<file path="src/rtl/rxq_pkg.sv">
package rxq_pkg;
  localparam int DATA_W  = 8;
  localparam int ERR_W   = 2;
  localparam int ENT_W   = DATA_W + ERR_W + 1;
  localparam int BRK_BIT = ENT_W - 1;

  typedef logic [ENT_W-1:0] entry_t;

  function automatic entry_t brk_entry();
    entry_t e;
    e = '0;
    e[BRK_BIT] = 1'b1;
    return e;
  endfunction

  function automatic entry_t char_entry(logic [ERR_W-1:0] err, logic [DATA_W-1:0] dat);
    return {1'b0, err, dat};
  endfunction
endpackage

</file>
<file path="src/rtl/rxq_store.sv">
module rxq_store
  import rxq_pkg::*;
#(
  parameter int DEPTH = 16,
  parameter int PTR_W = $clog2(DEPTH)
) (
  input  logic             clk_i,
  input  logic             we_i,
  input  logic [PTR_W-1:0] waddr_i,
  input  entry_t           wdata_i,
  input  logic [PTR_W-1:0] raddr_i,
  output entry_t           rdata_o
);
  entry_t mem_q [DEPTH];

  // storage rows are not reset: stale contents are observable by design
  for (genvar g = 0; g < DEPTH; g++) begin : g_row
    always_ff @(posedge clk_i) begin
      if (we_i && waddr_i == PTR_W'(g)) mem_q[g] <= wdata_i;
    end
  end

  assign rdata_o = mem_q[raddr_i];
endmodule

</file>
<file path="src/rtl/rxq_ctrl.sv">
module rxq_ctrl #(
  parameter int DEPTH = 16,
  parameter int TRIG  = 1,
  parameter int PTR_W = $clog2(DEPTH),
  parameter int CNT_W = $clog2(DEPTH + 1)
) (
  input  logic             clk_i,
  input  logic             rst_ni,
  input  logic             push_req_i,
  input  logic             pop_i,
  input  logic             fifo_mode_i,
  input  logic             hold_full_i,
  output logic             ready_o,
  output logic             we_o,
  output logic [PTR_W-1:0] waddr_o,
  output logic [PTR_W-1:0] rd_ptr_o,
  output logic [CNT_W-1:0] cnt_o,
  output logic             empty_o,
  output logic             full_o,
  output logic             irq_o,
  output logic             overrun_o
);
  localparam int SUM_W = CNT_W + 1;
  localparam logic [CNT_W-1:0] DEPTH_C = CNT_W'(DEPTH);
  localparam logic [CNT_W-1:0] TRIG_C  = CNT_W'(TRIG);
  localparam logic [CNT_W-1:0] TRIG_LO = CNT_W'(TRIG - 1);

  logic [CNT_W-1:0] cnt_q, cnt_pop, cnt_nxt, limit;
  logic [PTR_W-1:0] ptr_q, ptr_inc, ptr_nxt;
  logic [SUM_W-1:0] slot_sum;
  logic             empty_q, full_q, irq_q, ovr_q;
  logic             empty_n, full_n, irq_n;
  logic             push_ok, pop_eff;

  assign limit   = fifo_mode_i ? DEPTH_C : CNT_W'(1);
  assign ready_o = cnt_q < limit;
  assign push_ok = push_req_i && ready_o;
  assign pop_eff = pop_i && (cnt_q != '0);

  assign ptr_inc = (ptr_q == PTR_W'(DEPTH - 1)) ? '0 : ptr_q + PTR_W'(1);
  assign ptr_nxt = pop_eff ? ptr_inc : ptr_q;
  assign cnt_pop = pop_eff ? cnt_q - CNT_W'(1) : cnt_q;
  assign cnt_nxt = cnt_pop + CNT_W'(push_ok);

  // write slot = (read pointer + count) mod DEPTH, same before or after a pop
  assign slot_sum = SUM_W'(ptr_q) + SUM_W'(cnt_q);
  assign waddr_o  = (slot_sum >= SUM_W'(DEPTH)) ? PTR_W'(slot_sum - SUM_W'(DEPTH))
                                                : PTR_W'(slot_sum);
  assign we_o     = push_ok;

  // pop applied first, then push
  always_comb begin
    empty_n = empty_q;
    full_n  = full_q;
    irq_n   = irq_q;
    if (pop_i) begin
      full_n = 1'b0;
      if (cnt_pop == '0)     empty_n = 1'b1;
      if (cnt_pop == TRIG_LO) irq_n  = 1'b0;
    end
    if (push_ok) begin
      empty_n = 1'b0;
      if (cnt_nxt == DEPTH_C || hold_full_i) full_n = 1'b1;
      if (cnt_nxt == TRIG_C) irq_n = 1'b1;
    end
  end

  always_ff @(posedge clk_i or negedge rst_ni) begin
    if (!rst_ni) begin
      cnt_q   <= '0;
      ptr_q   <= '0;
      empty_q <= 1'b1;
      full_q  <= 1'b0;
      irq_q   <= 1'b0;
      ovr_q   <= 1'b0;
    end else begin
      cnt_q   <= cnt_nxt;
      ptr_q   <= ptr_nxt;
      empty_q <= empty_n;
      full_q  <= full_n;
      irq_q   <= irq_n;
      ovr_q   <= ovr_q | (push_req_i & ~ready_o);
    end
  end

  assign rd_ptr_o  = ptr_q;
  assign cnt_o     = cnt_q;
  assign empty_o   = empty_q;
  assign full_o    = full_q;
  assign irq_o     = irq_q;
  assign overrun_o = ovr_q;
endmodule

</file>
<file path="src/rtl/rx_fifo_trig.sv">
module rx_fifo_trig
  import rxq_pkg::*;
#(
  parameter int DEPTH = 16,
  parameter int TRIG  = 1
) (
  input  logic              clk_i,
  input  logic              rst_ni,
  input  logic              char_vld_i,
  input  logic [DATA_W-1:0] char_data_i,
  input  logic [ERR_W-1:0]  char_err_i,
  input  logic              brk_i,
  input  logic              pop_i,
  input  logic              fifo_mode_i,
  input  logic              hold_full_i,
  output logic              ready_o,
  output logic [ENT_W-1:0]  pop_data_o,
  output logic              empty_o,
  output logic              full_o,
  output logic              rx_irq_o,
  output logic              overrun_o
);
  localparam int PTR_W = $clog2(DEPTH);
  localparam int CNT_W = $clog2(DEPTH + 1);

  logic             push_req, we;
  entry_t           wdata, rdata;
  logic [PTR_W-1:0] waddr, rd_ptr;
  logic [CNT_W-1:0] cnt;

  assign push_req = char_vld_i | brk_i;
  // break wins over a character in the same cycle
  assign wdata    = brk_i ? brk_entry() : char_entry(char_err_i, char_data_i);

  rxq_ctrl #(
    .DEPTH(DEPTH), .TRIG(TRIG), .PTR_W(PTR_W), .CNT_W(CNT_W)
  ) u_ctrl (
    .clk_i       (clk_i),
    .rst_ni      (rst_ni),
    .push_req_i  (push_req),
    .pop_i       (pop_i),
    .fifo_mode_i (fifo_mode_i),
    .hold_full_i (hold_full_i),
    .ready_o     (ready_o),
    .we_o        (we),
    .waddr_o     (waddr),
    .rd_ptr_o    (rd_ptr),
    .cnt_o       (cnt),
    .empty_o     (empty_o),
    .full_o      (full_o),
    .irq_o       (rx_irq_o),
    .overrun_o   (overrun_o)
  );

  rxq_store #(.DEPTH(DEPTH), .PTR_W(PTR_W)) u_store (
    .clk_i   (clk_i),
    .we_i    (we),
    .waddr_i (waddr),
    .wdata_i (wdata),
    .raddr_i (rd_ptr),
    .rdata_o (rdata)
  );

  assign pop_data_o = rdata;
endmodule

</file>
<file path="config.mk">
export PLATFORM = sky130hd
export DESIGN_NAME = rx_fifo_trig
export DESIGN_NICKNAME = d
export VERILOG_FILES = /design/src/rtl/rxq_pkg.sv /design/src/rtl/rxq_store.sv /design/src/rtl/rxq_ctrl.sv /design/src/rtl/rx_fifo_trig.sv
export SDC_FILE = /design/constraint.sdc
export NUM_CORES = 1
export LEC_CHECK = 0
export CAP_MARGIN = 20
export CORE_ASPECT_RATIO = 1.1
export CORE_MARGIN = 2
export CORE_UTILIZATION = 60
export DETAILED_ROUTE_END_ITERATION = 8
export HOLD_SLACK_MARGIN = 0.1
export PLACE_DENSITY = 0.81
export SLEW_MARGIN = 20
export SYNTH_ARGS = -nofsm -noshare
export SYNTH_HDL_FRONTEND = slang
export SYNTH_SLANG_ARGS = --single-unit
</file>
<file path="constraint.sdc">
create_clock -name clk_i -period 3.8 [get_ports clk_i]
set_input_delay 0.95 -clock clk_i [delete_from_list [all_inputs] [get_ports clk_i]]
set_output_delay 0.95 -clock clk_i [all_outputs]
set_load 0.01 [all_outputs]
</file>
==> metrics.txt <==
post-synthesis instance total=365; initial core utilization=61.0%; Synth top area share=69.4%; Mapped Nets=392; number of enable flip-flop cells after synthesis=176; Pleak=2.99 nW; CTS root buf=clkbuf_16; startpoint types=flop; # IOs=33; Fill cells=727; worst hold path class=reg2reg; TritonCTS Buffers=17; async set-reset flop share out of synthesis=6.88%; final setup violation count=0; Skew-Pair Late Insertion Delay=0.43 ns; final setup margin=0.0983 ns; first-pass GRT wire length=24200 µm; Yosys reg bits=189; Power Dens Cells=850 nW/µm²; Critical Path AT=2.75 ns; RSZ-0062 raised after global routing=no; Worst-Margin Slew=1.07 ns; ys flop type=edfxtp_1; Syn Area/Cell=20.9 µm²; Seq/Total Area, Yosys=73.7%; Max FO, Critical Path=25; status=completed; port buffer count=32; Core ar.=12500 µm²; Slew Viols, Final=0; clk buf depth=2; die area=13600 µm²; WP data required=2.85 ns; CP endpoint kind=output port; antenna violations before repair=0; GR Overflow Total=0; Hold Fails Final Rpt=0; area occupied by registers=5610 µm²; area of the multi-input gates=1910 µm²; First-pass DRT Iterations=4; GP Congestion=0.833; slew margin rel.=28.5%; CTS sink count=189; Syn. warnings=0; H-Tree Depth=4; vias in the first global route=3990; Sum Neg Setup Slack=0 ns; Synth Cell Area=7610 µm²; 1st-iter DRT viols=410; Antenna Cells=0; Cell variety after synth=38; CTS tree=done; dpl cells=571; number of remaining DRC errors=0; Final Skew=0.00837 ns; Highest Clock Rate=270 MHz; FP Rows=43; pre-CTS setup slack=0.142 ns; DRT antenna net count=0; Die W=111 µm; Final nets=461; Synth area leader=edfxtp_1; largest net degree at the start of global routing=51; hpwl dp=9680 µm; Synth top cells by count=176 x edfxtp_1, 55 x mux4_2, 19 x nor2_1; Die Y=122 µm; Post-Route WL=16400 µm; fraction of layout cells with a size suffix above 1=27.7%; drt via density=6.51; dominant cells by area after synthesis=edfxtp_1 69%, mux4_2 16%, dfrtp_1 3.9%; vias=3932; GRT Util Overall=25.2%; Max IR drop VDD=525 µV; Post-Layout Cell Count=604; routed len/inst=27.1 µm; clock-pin slew on the worst setup and hold paths=0.06 ns; fin crit period=3.70 ns; CP Class=reg2out; synthesis-to-finish area growth=17.8%; most common cell in the netlist=edfxtp_1; max_cap viols=0; crit share post-route=97.4%
## sequential cells by signal, indices dropped and copies added, names as in the netlist
signal,flops
u_ctrl.cnt_o,5
u_ctrl.empty_o,1
u_ctrl.full_o,1
u_ctrl.irq_o,1
u_ctrl.overrun_o,1
u_ctrl.rd_ptr_o,4
u_store.mem_q,176
## worst max-delay path, cell delays in order, from the launching register on
cell and delay, ns:
dfrtp_2 0.43, buf_16 0.23, mux4_2 0.58, mux4_2 0.54
clkdlybuf4s50_1 0.53
## cell type report
type | count | share of cell area (%)
timing repair buffer | 67 | 7.06
clock inverter | 12 | 1.62
multi-input combinational | 152 | 21.3
clock buffer | 20 | 4.87
inverter | 7 | 0.293
tap | 157 | 2.19
sequential | 189 | 62.6
## report_power, final
part	internal, W	leakage [nW]	switching (W)
Clock	0.00103	0.271	0.000729
Sequential	0.00277	1.76	0.000185
Combinational	0.00142	0.956	0.00149
Total	0.00522	2.99	0.00240
## path summary, 6_finish.rpt
| path | from | to | slack [ns] | depth (start not counted) |
|---|---|---|---|---|
| setup / recovery | u_ctrl.rd_ptr_o[0] | pop_data_o[10] | 0.1 | 4 |
| hold / removal | u_ctrl.empty_o | u_ctrl.empty_o | 0.48 | 2 |
| setup reg to reg | u_ctrl.cnt_o[1] | u_ctrl.full_o | 0.69 | 9 |
| hold reg to reg | u_ctrl.empty_o | u_ctrl.empty_o | 0.48 | 2 |
| max in group asynchronous | rst_ni | u_ctrl.rd_ptr_o[0] | 2.44 | 1 |
| min in group asynchronous | rst_ni | u_ctrl.rd_ptr_o[3] | 0.92 | 1 |
## cells in the final DEF, fill, tap and decap left out, types with 2 or more instances in the layout
cell type / Yosys / final
edfxtp_1: 176 / 176
buf_4: 0 / 32
a21o_1: 2 / 2
nor2b_1: 10 / 7
a21oi_1: 5 / 5
clkdlybuf4s50_1: 0 / 32
clkbuf_16: 0 / 18
clkbuf_1: 12 / 3
xnor2_1: 9 / 9
or4_1: 2 / 2
nand3_1: 5 / 5
nor4_1: 2 / 2
nor2b_2: 0 / 3
nand3b_1: 3 / 3
nand2_1: 8 / 8
ha_1: 9 / 9
dfrtp_1: 12 / 10
bufinv_16: 0 / 3
inv_1: 7 / 7
nor3b_1: 2 / 2
nor2_1: 19 / 19
mux4_2: 55 / 55
xor2_1: 2 / 2
clkinv_1: 0 / 4
clkinvlp_4: 0 / 3
nor3_1: 3 / 3
dfrtp_2: 0 / 2
## stage by stage
step / cell area, µm² / hold slack [ns] / power (W) / util, %
6_report: 8960 / 0.483 / 0.00762 / 71.8
5_1_grt: 8960 / 0.509 / 0.00792 / 71.8
4_1_cts: 8920 / 0.490 / 0.00757 / 71.5
3_5_place_dp: 8340 / 0.474 / 0.00575 / 66.8
3_3_place_gp: 8340 / 0.459 / 0.00565 / 66.8
2_1_floorplan: 7610 / 0.467 / 0.00471 / -
## metal layers
layer / routed length [µm] / vias up / track usage (%)
met5: 0 / - / 0
met4: 331 / 0 / 9.41
met3: 1130 / 34 / 5.17
met2: 8700 / 235 / 42.7
li1: - / 1635 / -
met1: 6230 / 2028 / 33.2
## repair_timing
item | 4_1_cts | 5_1_grt
gates resized for setup | 0 | 1
hold buffers | 0 | 0
buffers inserted | 0 | 0
setup endpoints to repair | 0 | 2
## kinds of logic after synthesis
group           share of synthesized area, %
buf+inv                                 1.23
mux                                     16.6
compound gates                          1.56
flops                                   73.7
xor+xnor                                1.27
fa+ha+maj                               1.74
simple gates                            3.91
Note: power is estimated with default switching activity, not from simulation.
